===== src/rtl/sgf_pkg.sv =====
package sgf_pkg;
  typedef enum logic [2:0] {
    S_IDLE,
    S_DREQ,
    S_DWAIT,
    S_SETUP,
    S_RREQ,
    S_RWAIT,
    S_HOLD,
    S_BEND
  } sgf_state_e;

  localparam int unsigned WORD_W     = 32;
  localparam int unsigned WORD_BYTES = WORD_W / 8;
  localparam int unsigned DESC_WORDS = 4;
  localparam int unsigned IDX_W      = $clog2(DESC_WORDS);
  // descriptor word order and bit positions are decoded by the latch
  localparam logic [IDX_W-1:0] W_BUF  = 2'd0;
  localparam logic [IDX_W-1:0] W_NEXT = 2'd1;
  localparam logic [IDX_W-1:0] W_CTRL = 2'd2;
  localparam logic [IDX_W-1:0] W_TAG  = 2'd3;
  localparam int unsigned STOP_BIT = 0;
  localparam int unsigned IE_BIT   = 31;
endpackage


===== src/rtl/sgf_desc_latch.sv =====
module sgf_desc_latch
  import sgf_pkg::*;
#(
  parameter int unsigned AW    = 32,
  parameter int unsigned LEN_W = 28,
  parameter int unsigned TAG_W = 32
) (
  input  logic              clk,
  input  logic              rst_n,
  input  logic              clr,
  input  logic              ld_direct,
  input  logic              ld_chain,
  input  logic              cap_en,
  input  logic [IDX_W-1:0]  cap_idx,
  input  logic [WORD_W-1:0] rdata,
  input  logic [AW-1:0]     cfg_addr,
  input  logic [LEN_W-1:0]  cfg_len,
  input  logic [TAG_W-1:0]  cfg_tag,
  input  logic              stop_req,
  input  logic              busy,
  output logic [AW-1:0]     blk_addr,
  output logic [LEN_W-1:0]  blk_len,
  output logic [AW-1:0]     next_ptr,
  output logic              blk_ie,
  output logic              blk_stop,
  output logic [TAG_W-1:0]  blk_tag
);
  localparam logic [WORD_W-1:0] PTR_MASK = ~WORD_W'(3);

  logic [AW-1:0]    addr_q, addr_d, next_q, next_d;
  logic [LEN_W-1:0] len_q, len_d;
  logic             ie_q, ie_d, stop_q, stop_d;
  logic [TAG_W-1:0] tag_q, tag_d;

  always_comb begin
    addr_d = addr_q;
    next_d = next_q;
    len_d  = len_q;
    ie_d   = ie_q;
    stop_d = stop_q;
    tag_d  = tag_q;
    if (clr) begin
      addr_d = '0;
      next_d = '0;
      len_d  = '0;
      ie_d   = 1'b0;
      stop_d = 1'b0;
      tag_d  = '0;
    end else begin
      if (ld_direct) begin
        addr_d = cfg_addr;
        len_d  = cfg_len;
        tag_d  = cfg_tag;
        ie_d   = 1'b0;
        stop_d = 1'b1;
      end else if (ld_chain) begin
        stop_d = 1'b0;
      end
      if (cap_en) begin
        unique case (cap_idx)
          W_BUF:  addr_d = AW'(rdata);
          W_NEXT: begin
            next_d = AW'(rdata & PTR_MASK);
            stop_d = stop_q | rdata[STOP_BIT];
          end
          W_CTRL: begin
            len_d = LEN_W'(rdata);
            ie_d  = rdata[IE_BIT];
          end
          default: tag_d = TAG_W'(rdata);
        endcase
      end
      if (stop_req && busy) stop_d = 1'b1;
    end
  end

  always_ff @(posedge clk or negedge rst_n) begin
    if (!rst_n) begin
      addr_q <= '0;
      next_q <= '0;
      len_q  <= '0;
      ie_q   <= 1'b0;
      stop_q <= 1'b0;
      tag_q  <= '0;
    end else begin
      addr_q <= addr_d;
      next_q <= next_d;
      len_q  <= len_d;
      ie_q   <= ie_d;
      stop_q <= stop_d;
      tag_q  <= tag_d;
    end
  end

  assign blk_addr = addr_q;
  assign blk_len  = len_q;
  assign next_ptr = next_q;
  assign blk_ie   = ie_q;
  assign blk_stop = stop_q;
  assign blk_tag  = tag_q;

  AST_DIRECT_SINGLE: assert property (@(posedge clk) disable iff (!rst_n)
    (ld_direct && !clr) |=> (blk_stop && !blk_ie));
  AST_STOP_STICKY: assert property (@(posedge clk) disable iff (!rst_n)
    (stop_req && busy && !clr) |=> blk_stop);
endmodule


===== src/rtl/sgf_out_stage.sv =====
module sgf_out_stage
  import sgf_pkg::*;
#(
  parameter int unsigned TAG_W = 32
) (
  input  logic              clk,
  input  logic              rst_n,
  input  logic              clr,
  input  logic              load,
  input  logic              last_in,
  input  logic [WORD_W-1:0] data_in,
  input  logic [TAG_W-1:0]  tag_in,
  input  logic              ready,
  output logic              valid,
  output logic [WORD_W-1:0] data,
  output logic              last,
  output logic [TAG_W-1:0]  tag,
  output logic              taken
);
  logic              valid_q, valid_d;
  logic [WORD_W-1:0] data_q;
  logic              last_q;
  logic [TAG_W-1:0]  tag_q;
  logic              cap;

  assign taken = valid_q && ready;
  assign cap   = load && !clr;

  always_comb begin
    valid_d = valid_q;
    if (clr)        valid_d = 1'b0;
    else if (load)  valid_d = 1'b1;
    else if (taken) valid_d = 1'b0;
  end

  always_ff @(posedge clk or negedge rst_n) begin
    if (!rst_n) begin
      valid_q <= 1'b0;
      data_q  <= '0;
      last_q  <= 1'b0;
      tag_q   <= '0;
    end else begin
      valid_q <= valid_d;
      if (cap) begin
        data_q <= data_in;
        last_q <= last_in;
        tag_q  <= tag_in;
      end
    end
  end

  assign valid = valid_q;
  assign data  = data_q;
  assign last  = last_q;
  assign tag   = tag_q;

  AST_HOLD_STABLE: assert property (@(posedge clk) disable iff (!rst_n)
    (valid && !ready && !clr) |=> (valid && $stable(data) && $stable(last)));
  AST_NO_OVERWRITE: assert property (@(posedge clk) disable iff (!rst_n)
    load |-> !valid);
endmodule


===== src/rtl/sgf_ctrl.sv =====
module sgf_ctrl
  import sgf_pkg::*;
#(
  parameter int unsigned AW    = 32,
  parameter int unsigned LEN_W = 28
) (
  input  logic             clk,
  input  logic             rst_n,
  input  logic             soft_rst,
  input  logic             start,
  input  logic             cfg_indirect,
  input  logic [AW-1:0]    cfg_addr,
  input  logic             mem_rvalid,
  input  logic [AW-1:0]    blk_addr,
  input  logic [LEN_W-1:0] blk_len,
  input  logic [AW-1:0]    next_ptr,
  input  logic             blk_ie,
  input  logic             blk_stop,
  input  logic             beat_taken,
  output logic             mem_req,
  output logic [AW-1:0]    mem_addr,
  output logic             cap_en,
  output logic [IDX_W-1:0] cap_idx,
  output logic             ld_direct,
  output logic             ld_chain,
  output logic             beat_load,
  output logic             beat_last,
  output logic             busy,
  output logic [AW-1:0]    desc_ptr,
  output logic             evt_block_end,
  output logic             evt_stopped
);
  localparam int unsigned CNT_W = LEN_W - 1;

  sgf_state_e       state_q, state_d;
  logic [IDX_W-1:0] widx_q, widx_d;
  logic [AW-1:0]    rd_q, rd_d, dptr_q, dptr_d;
  logic [CNT_W-1:0] words_q, words_d;
  logic [LEN_W:0]   len_rnd;
  logic [CNT_W-1:0] blk_words;

  assign len_rnd   = {1'b0, blk_len} + (LEN_W + 1)'(WORD_BYTES - 1);
  assign blk_words = len_rnd[LEN_W:2];

  always_comb begin
    state_d   = state_q;
    widx_d    = widx_q;
    rd_d      = rd_q;
    words_d   = words_q;
    dptr_d    = dptr_q;
    cap_en    = 1'b0;
    ld_direct = 1'b0;
    ld_chain  = 1'b0;
    beat_load = 1'b0;
    if (soft_rst) begin
      state_d = S_IDLE;
      widx_d  = '0;
      rd_d    = '0;
      words_d = '0;
      dptr_d  = '0;
    end else begin
      unique case (state_q)
        S_IDLE: if (start) begin
          if (cfg_indirect) begin
            ld_chain = 1'b1;
            dptr_d   = cfg_addr;
            widx_d   = '0;
            state_d  = S_DREQ;
          end else begin
            ld_direct = 1'b1;
            state_d   = S_SETUP;
          end
        end
        S_DREQ:  state_d = S_DWAIT;
        S_DWAIT: if (mem_rvalid) begin
          cap_en = 1'b1;
          if (widx_q == W_TAG) state_d = S_SETUP;
          else begin
            widx_d  = IDX_W'(widx_q + 1'b1);
            state_d = S_DREQ;
          end
        end
        S_SETUP: begin
          rd_d    = blk_addr;
          words_d = blk_words;
          state_d = (blk_words == '0) ? S_BEND : S_RREQ;
        end
        S_RREQ:  state_d = S_RWAIT;
        S_RWAIT: if (mem_rvalid) begin
          beat_load = 1'b1;
          rd_d      = rd_q + AW'(WORD_BYTES);
          words_d   = words_q - CNT_W'(1);
          state_d   = S_HOLD;
        end
        S_HOLD: if (beat_taken) state_d = (words_q == '0) ? S_BEND : S_RREQ;
        S_BEND: begin
          if (blk_stop) state_d = S_IDLE;
          else begin
            dptr_d  = next_ptr;
            widx_d  = '0;
            state_d = S_DREQ;
          end
        end
        default: state_d = S_IDLE;
      endcase
    end
  end

  always_ff @(posedge clk or negedge rst_n) begin
    if (!rst_n) begin
      state_q <= S_IDLE;
      widx_q  <= '0;
      rd_q    <= '0;
      words_q <= '0;
      dptr_q  <= '0;
    end else begin
      state_q <= state_d;
      widx_q  <= widx_d;
      rd_q    <= rd_d;
      words_q <= words_d;
      dptr_q  <= dptr_d;
    end
  end

  assign mem_req       = (state_q == S_DREQ) || (state_q == S_RREQ);
  assign mem_addr      = (state_q == S_DREQ) ? dptr_q + AW'({widx_q, 2'b00}) : rd_q;
  assign cap_idx       = widx_q;
  assign beat_last     = (words_q == CNT_W'(1));
  assign busy          = (state_q != S_IDLE);
  assign desc_ptr      = dptr_q;
  assign evt_block_end = (state_q == S_BEND) && blk_ie;
  assign evt_stopped   = (state_q == S_BEND) && blk_stop;

  AST_REQ_PULSE: assert property (@(posedge clk) disable iff (!rst_n)
    mem_req |=> !mem_req);
  AST_BUSY_ON_START: assert property (@(posedge clk) disable iff (!rst_n)
    (!busy && start && !soft_rst) |=> busy);
  AST_STOP_IDLES: assert property (@(posedge clk) disable iff (!rst_n)
    evt_stopped |=> !busy);
  AST_SOFT_IDLES: assert property (@(posedge clk) disable iff (!rst_n)
    soft_rst |=> (!busy && desc_ptr == '0));
endmodule


===== src/rtl/sg_fetch_dma.sv =====
module sg_fetch_dma
  import sgf_pkg::*;
#(
  parameter int unsigned AW    = 32,
  parameter int unsigned LEN_W = 28,
  parameter int unsigned TAG_W = 32,
  parameter int unsigned ENG_W = 4
) (
  input  logic              clk,
  input  logic              rst_n,
  input  logic              start,
  input  logic              stop_req,
  input  logic              soft_rst,
  input  logic              cfg_indirect,
  input  logic [AW-1:0]     cfg_addr,
  input  logic [LEN_W-1:0]  cfg_len,
  input  logic [TAG_W-1:0]  cfg_tag,
  output logic              mem_req,
  output logic [AW-1:0]     mem_addr,
  input  logic              mem_rvalid,
  input  logic [WORD_W-1:0] mem_rdata,
  output logic              out_valid,
  input  logic              out_ready,
  output logic [WORD_W-1:0] out_data,
  output logic              out_last,
  output logic [TAG_W-1:0]  out_tag,
  output logic [ENG_W-1:0]  out_engine,
  output logic              out_bypass,
  output logic              busy,
  output logic [AW-1:0]     desc_ptr,
  output logic              evt_block_end,
  output logic              evt_stopped
);
  logic [1:0] rst_pipe;
  logic       rst_int_n;

  always_ff @(posedge clk or negedge rst_n) begin
    if (!rst_n) rst_pipe <= 2'b00;
    else        rst_pipe <= {rst_pipe[0], 1'b1};
  end
  assign rst_int_n = rst_pipe[1];

  logic             cap_en, ld_direct, ld_chain, beat_load, beat_last, beat_taken;
  logic [IDX_W-1:0] cap_idx;
  logic [AW-1:0]    blk_addr, next_ptr;
  logic [LEN_W-1:0] blk_len;
  logic             blk_ie, blk_stop;
  logic [TAG_W-1:0] blk_tag;

  sgf_ctrl #(.AW(AW), .LEN_W(LEN_W)) u_ctrl (
    .clk(clk), .rst_n(rst_int_n), .soft_rst(soft_rst), .start(start),
    .cfg_indirect(cfg_indirect), .cfg_addr(cfg_addr), .mem_rvalid(mem_rvalid),
    .blk_addr(blk_addr), .blk_len(blk_len), .next_ptr(next_ptr),
    .blk_ie(blk_ie), .blk_stop(blk_stop), .beat_taken(beat_taken),
    .mem_req(mem_req), .mem_addr(mem_addr), .cap_en(cap_en), .cap_idx(cap_idx),
    .ld_direct(ld_direct), .ld_chain(ld_chain), .beat_load(beat_load),
    .beat_last(beat_last), .busy(busy), .desc_ptr(desc_ptr),
    .evt_block_end(evt_block_end), .evt_stopped(evt_stopped)
  );

  sgf_desc_latch #(.AW(AW), .LEN_W(LEN_W), .TAG_W(TAG_W)) u_desc (
    .clk(clk), .rst_n(rst_int_n), .clr(soft_rst), .ld_direct(ld_direct),
    .ld_chain(ld_chain), .cap_en(cap_en), .cap_idx(cap_idx), .rdata(mem_rdata),
    .cfg_addr(cfg_addr), .cfg_len(cfg_len), .cfg_tag(cfg_tag),
    .stop_req(stop_req), .busy(busy), .blk_addr(blk_addr), .blk_len(blk_len),
    .next_ptr(next_ptr), .blk_ie(blk_ie), .blk_stop(blk_stop), .blk_tag(blk_tag)
  );

  sgf_out_stage #(.TAG_W(TAG_W)) u_out (
    .clk(clk), .rst_n(rst_int_n), .clr(soft_rst), .load(beat_load),
    .last_in(beat_last), .data_in(mem_rdata), .tag_in(blk_tag),
    .ready(out_ready), .valid(out_valid), .data(out_data), .last(out_last),
    .tag(out_tag), .taken(beat_taken)
  );

  assign out_engine = out_tag[ENG_W-1:0];
  assign out_bypass = (out_engine == '0);

  AST_NO_READ_IN_STALL: assert property (@(posedge clk) disable iff (!rst_int_n)
    (out_valid && !out_ready) |-> (!mem_req && busy));
  AST_EVENT_WHILE_BUSY: assert property (@(posedge clk) disable iff (!rst_int_n)
    (evt_block_end || evt_stopped) |-> busy);
endmodule


===== config.mk =====
export PLATFORM = sky130hd
export DESIGN_NAME = sg_fetch_dma
export DESIGN_NICKNAME = d
export VERILOG_FILES = /design/src/rtl/sgf_pkg.sv /design/src/rtl/sgf_desc_latch.sv /design/src/rtl/sgf_out_stage.sv /design/src/rtl/sgf_ctrl.sv /design/src/rtl/sg_fetch_dma.sv
export SDC_FILE = /design/constraint.sdc
export NUM_CORES = 1
export LEC_CHECK = 0
export BUFFER_PORTS_ARGS = -buffer_cell sky130_fd_sc_hd__buf_4
export CAP_MARGIN = 40
export CORE_UTILIZATION = 40
export CTS_CLUSTER_DIAMETER = 50
export DETAILED_ROUTE_END_ITERATION = 16
export PLACE_DENSITY = 0.6
export RECOVER_POWER = 50
export SLEW_MARGIN = 20
export SYNTH_ARGS = -nofsm -noshare
export SYNTH_HDL_FRONTEND = slang
export SYNTH_SLANG_ARGS = --single-unit

===== constraint.sdc =====
create_clock -name clk -period 11.85 [get_ports clk]
set_input_delay 1.185 -clock clk [delete_from_list [all_inputs] [get_ports clk]]
set_output_delay 1.185 -clock clk [all_outputs]
set_load 0.005 [all_outputs]

### Word level (Yosys, flattened, before mapping)

Cells that the tools add are included.
W data, S select, Z words.

* register bits: 290
* input bits: 132
* output and inout port bits: 139
* word-level logic and storage cells: 136

* $add $sub $neg: 5
* equal/unequal tests: 18
* multiplexer cells: 71
* bitwise operators: 1
* reductions and logical operators: 25

Operators by type and width (number)
* $mux W32: 18
* $pmux W32 S2: 2
* $mux W28: 4
* $logic_not A27 Y1: 2
* $mux W27: 2
* $pmux W27 S2: 1
* $add A32 B3 Y32 const B: 1
* $add A32 B4 Y32: 1
* $add A28 B2 Y29 const B: 1
* $eq A27 B1 Y1 const B: 1
* $mux W1: 27
* $sub A27 B1 Y27 const B: 1
* $pmux W3 S8: 1
* $ne A3 B3 Y1 const B: 7
* $mux W2: 10
* $mux W3: 5
* $eq A3 B3 Y1 const B: 4
* $reduce_bool A3 Y1: 4
* $reduce_and A4 Y1: 2
* $eq A3 B2 Y1 const B: 2
* $pmux W2 S3: 1
* $reduce_and A6 Y1: 1
* $logic_and A1 B1 Y1: 5
* $eq A2 B2 Y1 const B: 2
* 13 further kinds: 15

### Longest topological paths before layout

Gate-level depths: netlist (run 1).

* word-level depth: 10
* gate-level depth with buffers: 9
* mapped depth without buffers: 9

### By module

A second synthesis (run 1) with hierarchy kept.

* cells, all modules: 1648
* area, all modules: 16146.7 sq um

Modules (own cells, without submodules)
* sgf_ctrl: times used 1, cells an instance 940, area each 7343.3 sq um, seq. area each 2402.3 sq um
* sgf_desc_latch: times used 1, cells an instance 557, area each 5973.2 sq um, seq. area each 3103.0 sq um
* sgf_out_stage: times used 1, cells an instance 143, area each 2733.9 sq um, seq. area each 1651.6 sq um
* sg_fetch_dma: times used 1, cells an instance 8, area each 96.3 sq um, seq. area each 50.0 sq um

### Worst setup path before layout (run 1)

OpenSTA, ideal clock, no wires.

* kind: reg-to-output
* start point: register u_ctrl.widx_q[0] (netlist: u_ctrl.cap_idx[0])
* end point: output mem_addr[28]
* data arrival time: 2.346 ns
* data required time: 10.665 ns
* slack: 8.319 ns
* cell stages (with the launch flop): 10
* buffers on the path: 0
* path through: dfrtp_1 > ha_1 > inv_1 > fa_1 > nand3b_1 > nor4b_4 > nand3_1 > nor3_1 > xnor2_1 > o21ai_0

* cells in the longest elaborated chain, start to end: 2

Ends and longest elaborated chain
* from (decl): RTL line sgf_ctrl.sv:36 `logic [IDX_W-1:0] widx_q, widx_d;`
* from (signal assigned): RTL line sgf_ctrl.sv:118 `widx_q <= widx_d;`
* $add A32 B4 Y32: RTL line sgf_ctrl.sv:126 `assign mem_addr = (state_q == S_DREQ) ? dptr_q + AW'({widx_q, 2'b00}) : rd_q;`
* $mux W32: RTL line sgf_ctrl.sv:126
* to (decl): RTL line sg_fetch_dma.sv:19 `output logic [AW-1:0] mem_addr,`

No other way between the ends.

### Worst setup path in the final report (run 1)

* start point: input soft_rst
* end point: register u_desc.addr_q[30] (netlist: u_desc.blk_addr[30])

* cells in the longest elaborated chain, start to end: 5
* elaborated cells between the ends (all ways): 6
* those cells by class: mux (6)

Ends and longest elaborated chain
* from (decl): RTL line sg_fetch_dma.sv:13 `input logic soft_rst,`
* $mux W1: RTL line sgf_ctrl.sv:55 `if (soft_rst) begin`
* $mux W32: RTL line sgf_desc_latch.sv:50 `if (ld_direct) begin`
* $mux W32: RTL line sgf_desc_latch.sv:60 `unique case (cap_idx)`
* $mux W32: RTL line sgf_desc_latch.sv:59 `if (cap_en) begin`
* $mux W32 *: RTL line sgf_desc_latch.sv:42 `if (clr) begin`
* via u_desc.addr_d[30]: RTL line sgf_desc_latch.sv:30 `logic [AW-1:0] addr_q, addr_d, next_q, next_d;`
* to (signal assigned): RTL line sgf_desc_latch.sv:86 `addr_q <= addr_d;`
* to (decl): RTL line sgf_desc_latch.sv:30

Mark *: on every way through the listed nets, which the timed path passes. The rest lies on a longest branch.
A chain may end at the register's enable or synchronous reset.

==> results.ini, run 1 <==
[min_path]
min_from=rst_pipe[0]
hp-class=flop to flop
min_path_cells=0

[setup_path]
critPathTopFamily=buffers and inverters
cpMaxStageDelayCell=clkbuf_1
path_cells=clkbuf_1 -> clkbuf_1 -> clkbuf_1 -> buf_12 -> nor2b_1 -> nand2_2 -> buf_12 -> nor2_1 -> a211oi_1
rr_worst_depth=2
regToRegSetupSlack_ns=6.61
cp-startpoint=soft_rst
cp_data_required_time_ns=12.23
cp.arrival_ns=6.69
critPathCapture=u_desc.blk_addr[30]
crit_path_max_incr_delay_ns=2.47
endpoint_kind=flop
crit_buf_inv=5
r2r-end=u_desc.blk_len[25]
crit_path_max_fanout=74
cp.depth=9
path_class=input port to flop
start_kind=input port
path_common_cell=clkbuf_1
r2r_start=rst_pipe[1]

[final_layout]
final_core_util_pct=51.0
seq_area_um2=7210
drive_gt1_share_pct=23.9
multi_input_area_um2=7680
area_delta_synth_final_pct=25.1
final_nets=1935
fillers=3493
design_area_um2=19300

[global_route]
use_met1_pct=38.9
grt_max_degree=173
use_met3_pct=5.88
grt_first_pass_wirelength_mm=80.1
antenna_found_initial=2
busiest_layer=met2
grt_pass1_vias=13000
grt_overflow=0
grt_usage_pct=27.0
use_met2_pct=39.6

[cts]
cts_made_buffers=38
cts_sinks=288
cts_resized=0
clk_path_buf_depth=3
clk_pin_slew_worst_paths_ns=0.06
cts_tree=built
post_cts_buffers=0
clkLatencyLatePin_ns=0.52
hold_buffers=0
cts_htree_levels=2
root_buffer=clkbuf_16

[power_and_ir_drop]
power_leakage_uw=0.00911
powerDensity_nw_per_um2=167
power.total_uw=3220
vdd_drop_max_uv=137

[route]
vias_per_cell=5.70
drt-initial-drc-count=1184
ant_nets=0
routedWlPerCell_um=22.7
drc=0
dr.pass1.iters=5
routed_wl_mm=52.9
vias=13300

[sta]
tns_ns=0
drv_slew=242
worst_pin_slew_ns=3.52
setup-violations-final=0
fin_crit_sh_pct=53.3
grt_setup_unrepaired=no
hold_viol=0
timing.final.ws_setup_ns=5.54
relSlewSlack_pct=-135
min_period_ns=6.31
skew_ns=0.0123
fmax_mhz=158

[placement]
pre_cts_ws_ns=7.82
dp_hpwl_mm=37.3
port-buffer-count=270
gp_congestion=0.839
placed_area_um2=18000

[logic_synthesis]
ys_types=70
synthArstFlopShare_pct=100
seq_area_frac_synth_pct=46.8
synth-edff-count=0
syn-instance-count=1573
synth_top_cell_area_share_pct=46.8
synth_seq_cells=288
yosysMostFrequentCell=dfrtp_1
synthesis.nets=1715
synth.area.top_cells=dfrtp_1, mux2i_1, mux2_2, a211oi_1, o21ai_0
synth_area_um2=15400
synth_warnings=0
synth_area_leader_cell=dfrtp_1
synth_ff_type=dfrtp_1
synth_area_per_cell_um2=9.79
netlist_top_cells_count=dfrtp_1, nor2_1, nand2_1

[job]
maxCapViolations=5

[floorplan]
die_w_um=198
die-height_um=198
core_um2=37800
start_util_pct=40.8
io_pins=271
die_area_um2=39300
rows=71

[outcome]
outcome=finished, violations left
failed_checks=capacitance limit, slew limit

routing by layer:
metal	wire length (um)	vias up
li1	-	6180
met1	24100	6543
met2	23100	492
met3	3920	81
met4	1760	2
met5	17	-
stage by stage:
| stage | instances | hold slack [ns] |
|---|---|---|
| after global routing | 2330 | 0.366 |
| final | 2331 | 0.355 |
| after CTS | 2328 | 0.357 |
| after detailed placement | 2262 | 0.340 |
| after global placement | 2253 | 0.336 |
| after floorplan | 1573 | 0.331 |
sequential cells by signal, indices dropped and copies added, names as in the netlist, 2 cells and up:
register	flops
u_ctrl.state_q	3
u_ctrl.rd_q	32
rst_pipe	2
u_desc.next_ptr	30
u_ctrl.desc_ptr	32
u_ctrl.cap_idx	2
u_out.tag	32
u_desc.blk_len	28
u_out.data	32
u_desc.blk_addr	32
u_desc.blk_tag	32
u_ctrl.words_q	27
cell families (layout without fill, tap and decap cells):
logic type | Yosys count | count (layout) | share of synthesized area [%]
DFF | 288 | 288 | 46.8
AOI/OAI and AO/OA | 389 | 389 | 16.6
xor gates and xnor gates | 52 | 52 | 2.96
adders and majority gates | 10 | 10 | 0.861
muxes | 197 | 197 | 13.4
buffers and inverters | 140 | 386 | 3.66
and+or+nand+nor | 496 | 496 | 15.7
other | 1 | 2 | 0.0244
cell type report:
cell class / count / share of cell area (%)
Antenna cell: 1 / 0.0130
Clock buffer: 47 / 5.48
Clock inverter: 19 / 1.66
Inverter: 24 / 0.468
Multi-Input combinational cell: 1145 / 39.9
Sequential cell: 288 / 37.4
Tap cell: 511 / 3.32
Timing Repair Buffer: 296 / 11.8
worst reg2reg max path, delay by kind of cell (launching register included):
family	cells	cell delay (ns)
buffers and inverters	2	2.84
DFF	1	1.95
where the power goes:
part	internal [uW]	switching [uW]
registers	1100	133
logic	340	390
clock network	808	447
total	2250	970
layout by cell type (no fill, tap or decap), types with 5 or more instances in the layout:
cell type,n
a211oi_1,93
a21oi_1,51
a22o_1,33
a22oi_1,9
and2_1,5
and3_1,21
and4_1,7
buf_4,214
bufinv_16,8
clkbuf_1,28
clkbuf_16,39
clkbuf_4,46
clkbuf_8,5
clkinv_2,5
dfrtp_1,288
ha_1,9
inv_1,24
mux2_2,68
mux2i_1,129
nand2_1,146
nand2b_1,8
nand3_1,36
nand4_1,20
nor2_1,157
nor2b_1,5
nor3_1,26
nor4_1,16
o21ai_0,121
o22ai_1,8
o311ai_0,6
o31ai_1,32
or2_2,5
or3_1,8
xnor2_1,32
xor2_1,20
worst min-delay path by stage:
stage | slack, ns | end
global placement | 0.34 | rst_pipe[1]
floorplan | 0.33 | rst_pipe[1]
global route | 0.37 | rst_pipe[1]
finish | 0.35 | rst_pipe[1]
detailed placement | 0.34 | rst_pipe[1]
CTS | 0.36 | rst_pipe[1]
Note: power is estimated with default switching activity, not from simulation.
==> run 2: changes to the inputs <==
--- a/config.mk
+++ b/config.mk
@@ -10,7 +10,7 @@
 export CORE_UTILIZATION = 40
 export CTS_CLUSTER_DIAMETER = 50
 export DETAILED_ROUTE_END_ITERATION = 16
-export PLACE_DENSITY = 0.6
+export PLACE_DENSITY = 0.63
 export RECOVER_POWER = 50
 export SLEW_MARGIN = 20
 export SYNTH_ARGS = -nofsm -noshare
==> constraint.sdc (replaced) <==
create_clock -name clk -period 5.4 [get_ports clk]
set_input_delay 0.54 -clock clk [delete_from_list [all_inputs] [get_ports clk]]
set_output_delay 0.54 -clock clk [all_outputs]
set_load 0.005 [all_outputs]
==> run 2 against run 1 <==
  * The run still ends with capacitance limit, slew limit left
  * First-iteration DRC count fell by 5.7%
  * Core utilization fell by 0.30 points
  * Worst hold slack got worse by 0.083 ns
  * Total power rose by 110%
  * Largest cell class unchanged
  * Largest power group is now registers
  * Register-to-register slack got worse by 4.7 ns
  * Setup slack got worse by 4.1 ns
  * Clock power rose by 100%
  * Routed wire length fell by 0.13%
==> results.ini, run 2 (synthesized netlist as in run 1, its figures left out) <==
[sta]
hold_viol=0  ; unchanged
skew_ns=0.0254  ; +0.0131 ns
setup-violations-final=0  ; unchanged
timing.final.ws_setup_ns=1.41  ; -4.13 ns
relSlewSlack_pct=-57.2  ; +78 points
worst_pin_slew_ns=2.36  ; -1.16 ns
tns_ns=0  ; unchanged
grt_setup_unrepaired=no
fin_crit_sh_pct=73.9
hold_ws_ns=0.272  ; -0.0830 ns
fmax_mhz=251
min_period_ns=3.99
drv_slew=164  ; -32%

[setup_path]
crit_path_max_fanout=6  ; -92%
rr_worst_depth=1  ; -1
regToRegSetupSlack_ns=1.94  ; -4.67 ns
path_cells=ha_1 -> inv_1 -> fa_1 -> nand3b_1 -> nor4b_4 -> nand3_1 -> nor3_1 -> xnor2_1 -> o21ai_0 -> buf_4
cp.depth=10  ; +1
cp-startpoint=u_ctrl.cap_idx[0]
r2r_start=rst_pipe[1]
cp_data_required_time_ns=4.86  ; -7.37 ns
r2r-end=u_out.data[30]
crit_path_max_incr_delay_ns=0.51  ; -1.96 ns
start_kind=flop
endpoint_kind=output port
crit_buf_inv=2  ; -3
critPathTopFamily=simple AND/OR/NAND/NOR gates
path_class=flop to output port
cpMaxStageDelayCell=nor4b_4
cp.arrival_ns=3.45  ; -3.24 ns
critPathCapture=mem_addr[28]

[placement]
gp_congestion=0.879  ; +4.9%
port-buffer-count=270  ; unchanged
dp_hpwl_mm=37.4  ; +0.25%
pre_cts_ws_ns=2.00  ; -5.82 ns
placed_area_um2=18000  ; about the same

[cts]
cts_sinks=288  ; unchanged
clk_path_buf_depth=3  ; unchanged
root_buffer=clkbuf_16
cts_resized=0  ; unchanged
cts_made_buffers=39  ; +2.6%
cts_tree=built
post_cts_buffers=0  ; unchanged
clk_pin_slew_worst_paths_ns=0.06  ; about the same
hold_buffers=1  ; +1
cts_htree_levels=2  ; unchanged
clkLatencyLatePin_ns=0.53  ; about the same

[floorplan]
io_pins=271  ; unchanged
die_w_um=198  ; unchanged
start_util_pct=40.8  ; unchanged
core_um2=37800  ; unchanged
die_area_um2=39300  ; unchanged
rows=71  ; unchanged
die-height_um=198  ; unchanged

[final_layout]
final_cell_mix=dfrtp_1, buf_4, nor2_1
multi_input_area_um2=7680  ; unchanged
seq_area_um2=7210  ; unchanged
drive_gt1_share_pct=23.7  ; -0.20 points
layout_commonest_cell=dfrtp_1
fillers=3503  ; +0.29%
design_area_um2=19200  ; -0.58%
final_nets=1937  ; +0.10%
area_delta_synth_final_pct=24.4

[global_route]
antenna_found_initial=1  ; -1
grt_max_degree=115  ; -34%
grt_overflow=0  ; unchanged
grt_usage_pct=26.8  ; -0.16 points
grt_pass1_vias=13100  ; +0.79%
grt_first_pass_wirelength_mm=79.7  ; -0.49%

[outcome]
failed_checks=capacitance limit, slew limit
outcome=finished, violations left

[power_and_ir_drop]
vdd_drop_max_uv=320  ; +130%
power_leakage_uw=0.00904  ; -0.78%
powerDensity_nw_per_um2=355  ; +110%

[route]
vias=13500  ; +1.7%
dr.pass1.iters=5  ; unchanged
routed_wl_mm=52.8  ; -0.13%
routedWlPerCell_um=22.6  ; -0.26%
ant_nets=0  ; unchanged
drt-initial-drc-count=1116  ; -5.7%
drc=0  ; unchanged
vias_per_cell=5.79  ; +1.5%

[job]
maxCapViolations=3  ; -2

[min_path]
hp-class=input port to flop

[run 2: power by group]
part	switching (uW)	internal (uW)
clock	979	1530
sequential	280	2410
combinational	864	731
[run 2: per-stage QoR]
stage               std cells  util, %  total power, uW
finish                   2334     50.7             6800
floorplan                1573        -             3540
CTS                      2331     51.0             6860
detailed placement       2262     47.6             4340
global placement         2255     47.2             4280
global route             2334     50.7             7100
[run 2: area by class of cell]
type / instances / share of cell area (%)
Multi-Input combinational cell: 1145 / 40.1
Tap cell: 511 / 3.34
Timing Repair Buffer: 297 / 11.9
Clock buffer: 55 / 6.00
Inverter: 24 / 0.470
Sequential cell: 288 / 37.6
Antenna cell: 1 / 0.0131
Clock inverter: 13 / 0.581
[run 2: worst min path at each step]
stage,startpoint,to,slack (ns),cells past startpoint
2_1_floorplan,rst_n,rst_pipe[0],0.24,0
3_5_place_dp,rst_n,rst_pipe[0],0.32,1
3_3_place_gp,rst_n,rst_pipe[0],0.32,1
6_report,mem_rdata[29],u_desc.next_ptr[29],0.27,2
5_1_grt,mem_rdata[29],u_desc.next_ptr[29],0.27,2
4_1_cts,mem_rdata[29],u_desc.next_ptr[29],0.26,2
[run 2: layer usage]
metal,GRT usage (%),up-vias,part of all wire [%]
met5,0,-,0
met4,8.58,0,3.0
met3,5.64,79,8.6
met2,40.5,593,44
met1,38.1,6673,44
li1,-,6175,-
==> run 3: changes to the inputs <==
--- a/config.mk
+++ b/config.mk
@@ -10,7 +10,7 @@
 export CORE_UTILIZATION = 40
 export CTS_CLUSTER_DIAMETER = 50
 export DETAILED_ROUTE_END_ITERATION = 16
-export PLACE_DENSITY = 0.63
+export PLACE_DENSITY = 0.6
 export RECOVER_POWER = 50
 export SLEW_MARGIN = 20
 export SYNTH_ARGS = -nofsm -noshare
==> constraint.sdc (replaced) <==
create_clock -name clk -period 3.9 [get_ports clk]
set_input_delay 0.39 -clock clk [delete_from_list [all_inputs] [get_ports clk]]
set_output_delay 0.39 -clock clk [all_outputs]
set_load 0.005 [all_outputs]
==> run 3 against run 2 <==
  * The run still ends with capacitance limit, slew limit left
  * Critical endpoint unchanged
  * Global-route usage up 0.24 points
  * Critical path depth unchanged
  * Clock-buffer cell count down 5
  * Clock skew down 0.00080 ns
  * Worst hold slack worse by 0.15 ns
  * Final cell count up 0.39%
  * Sequential power up 39%
  * Routed wire length up 0.17%
  * Non-clock buffer count up 7
  * Setup slack worse by 1.1 ns
  * Highest routed layer is now met5
  * Total power up 45%
  * Clock power up 57%
  * Largest power group is now the clock network
  * Largest cell class unchanged
==> results.ini, run 3 (synthesized netlist as in run 1, its figures left out) <==
[sta]
drv_slew=113  ; -31%
setup-violations-final=0  ; unchanged
timing.final.ws_setup_ns=0.272  ; -1.14 ns
tns_ns=0  ; unchanged
relSlewSlack_pct=-63.6  ; -6.4 points
hold_viol=0  ; unchanged
worst_pin_slew_ns=2.45  ; +0.0922 ns
min_period_ns=3.63
fmax_mhz=276
grt_setup_unrepaired=no
skew_ns=0.0246  ; -0.000796 ns
fin_crit_sh_pct=93.0

[cts]
clk_pin_slew_worst_paths_ns=0.05  ; about the same
root_buffer=clkbuf_16
cts_resized=0  ; unchanged
cts_made_buffers=39  ; unchanged
cts_htree_levels=2  ; unchanged
post_cts_buffers=0  ; unchanged
cts_sinks=288  ; unchanged
clkLatencyLatePin_ns=0.54  ; about the same
clk_path_buf_depth=3  ; unchanged
cts_tree=built

[route]
dr.pass1.iters=5  ; unchanged
ant_nets=0  ; unchanged
vias_per_cell=5.73  ; -1.1%
routed_wl_mm=52.9  ; +0.17%
routedWlPerCell_um=22.6  ; -0.21%
drt-initial-drc-count=1428  ; +28%
drc=0  ; unchanged
vias=13400  ; -0.72%

[min_path]
hp-class=input port to flop

[power_and_ir_drop]
power.total_uw=9880  ; +45%
powerDensity_nw_per_um2=511  ; +44%
vdd_drop_max_uv=329  ; +2.8%
power_leakage_uw=0.00918  ; +1.5%

[setup_path]
cp.arrival_ns=3.24  ; -0.21 ns
crit_path_max_fanout=6  ; unchanged
path_class=flop to output port
rr_worst_depth=2  ; +1
cp_data_required_time_ns=3.51  ; -1.35 ns
regToRegSetupSlack_ns=0.64  ; -1.30 ns
cp-startpoint=u_ctrl.cap_idx[0]
r2r_start=rst_pipe[1]
start_kind=flop
r2r-end=u_ctrl.words_q[14]
endpoint_kind=output port
critPathCapture=mem_addr[28]

[final_layout]
final_cell_count_no_fill=2343  ; +0.39%
antenna_cells=0  ; -1
drive_gt1_share_pct=24.3  ; +0.69 points
final_core_util_pct=51.2  ; +0.50 points
final_cell_mix=dfrtp_1, buf_4, nor2_1
final_nets=1944  ; +0.36%
area_delta_synth_final_pct=25.6
layout_commonest_cell=dfrtp_1

[placement]
dp_hpwl_mm=37.5  ; +0.27%
gp_congestion=0.907  ; +3.1%
port-buffer-count=270  ; unchanged
pre_cts_ws_ns=0.836  ; -1.16 ns
place_inst=2268  ; +0.27%

[floorplan]
io_pins=271  ; unchanged
die_area_um2=39300  ; unchanged
rows=71  ; unchanged
core_um2=37800  ; unchanged
start_util_pct=40.8  ; unchanged
die_w_um=198  ; unchanged
die-height_um=198  ; unchanged

[global_route]
antenna_found_initial=1  ; unchanged
grt_usage_pct=27.1  ; +0.24 points
grt_first_pass_wirelength_mm=80.1  ; +0.51%
grt_pass1_vias=12800  ; -2.5%
grt_overflow=0  ; unchanged
grt_max_degree=95  ; -17%

[outcome]
failed_checks=capacitance limit, slew limit
outcome=finished, violations left

[job]
maxCapViolations=2  ; -1

-- run 3: cell count changes in the layout (fill, tap and decap cells not counted), sizes merged --
cell and delta:
buf +25, bufinv +7, clkbuf -24, clkinvlp -3, diode -1, dlymetal6s2s +1
inv +4
-- run 3: worst min-delay path by stage --
stage,startpoint,to,slack (ns),cells after the start
final,out_ready,u_out.valid,0.12,4
after global routing,out_ready,u_out.valid,0.12,4
after floorplan,rst_n,rst_pipe[0],0.09,0
after global placement,rst_n,rst_pipe[0],0.17,1
after CTS,out_ready,u_out.valid,0.1,4
after detailed placement,rst_n,rst_pipe[0],0.17,1
-- run 3: per-layer routing --
metal	vias up	part of all wire (%)	GRT usage [%]
li1	6209	-	-
met1	6590	45	39.2
met2	541	44	40.4
met3	80	7.9	5.28
met4	2	3.0	8.58
met5	-	0.017	0
-- run 3: cell type report --
cell class                      count  area, um2
Tap cell                          511        639
Multi-Input combinational cell   1145       7680
Clock buffer                       50       1090
Fill cell                        3437      18400
Inverter                           24       90.1
Sequential cell                   288       7210
Clock inverter                     21        348
Timing Repair Buffer              304       2290
-- run 3: per-stage QoR --
stage          cell area, um2  hold slack [ns]
6_report                19300            0.123
5_1_grt                 19300            0.123
4_1_cts                 19400           0.0996
3_5_place_dp            18000            0.174
3_3_place_gp            17900            0.173
2_1_floorplan           15400           0.0944
-- run 3: report_power, final --
part | total (uW) | internal, uW | switching, uW
registers | 3730 | 3340 | 388
logic | 2200 | 1010 | 1190
clock network | 3950 | 2530 | 1420
-- run 3: timing repair --
action | in CTS | in global routing
hold endpoints to repair | 2 | 0
endpoints found under the setup margin | 0 | 0
hold buffers | 1 | 0
-- run 3: worst max-delay path, stage by stage, from the launching register on --
cell      delay (ns)
dfrtp_1         0.43
ha_1            0.21
inv_1           0.06
fa_1            0.42
nand3b_1        0.28
nor4b_4         0.37
nand3_1         0.23
nor3_1          0.28
xnor2_1         0.15
o21ai_0         0.10
buf_4           0.18
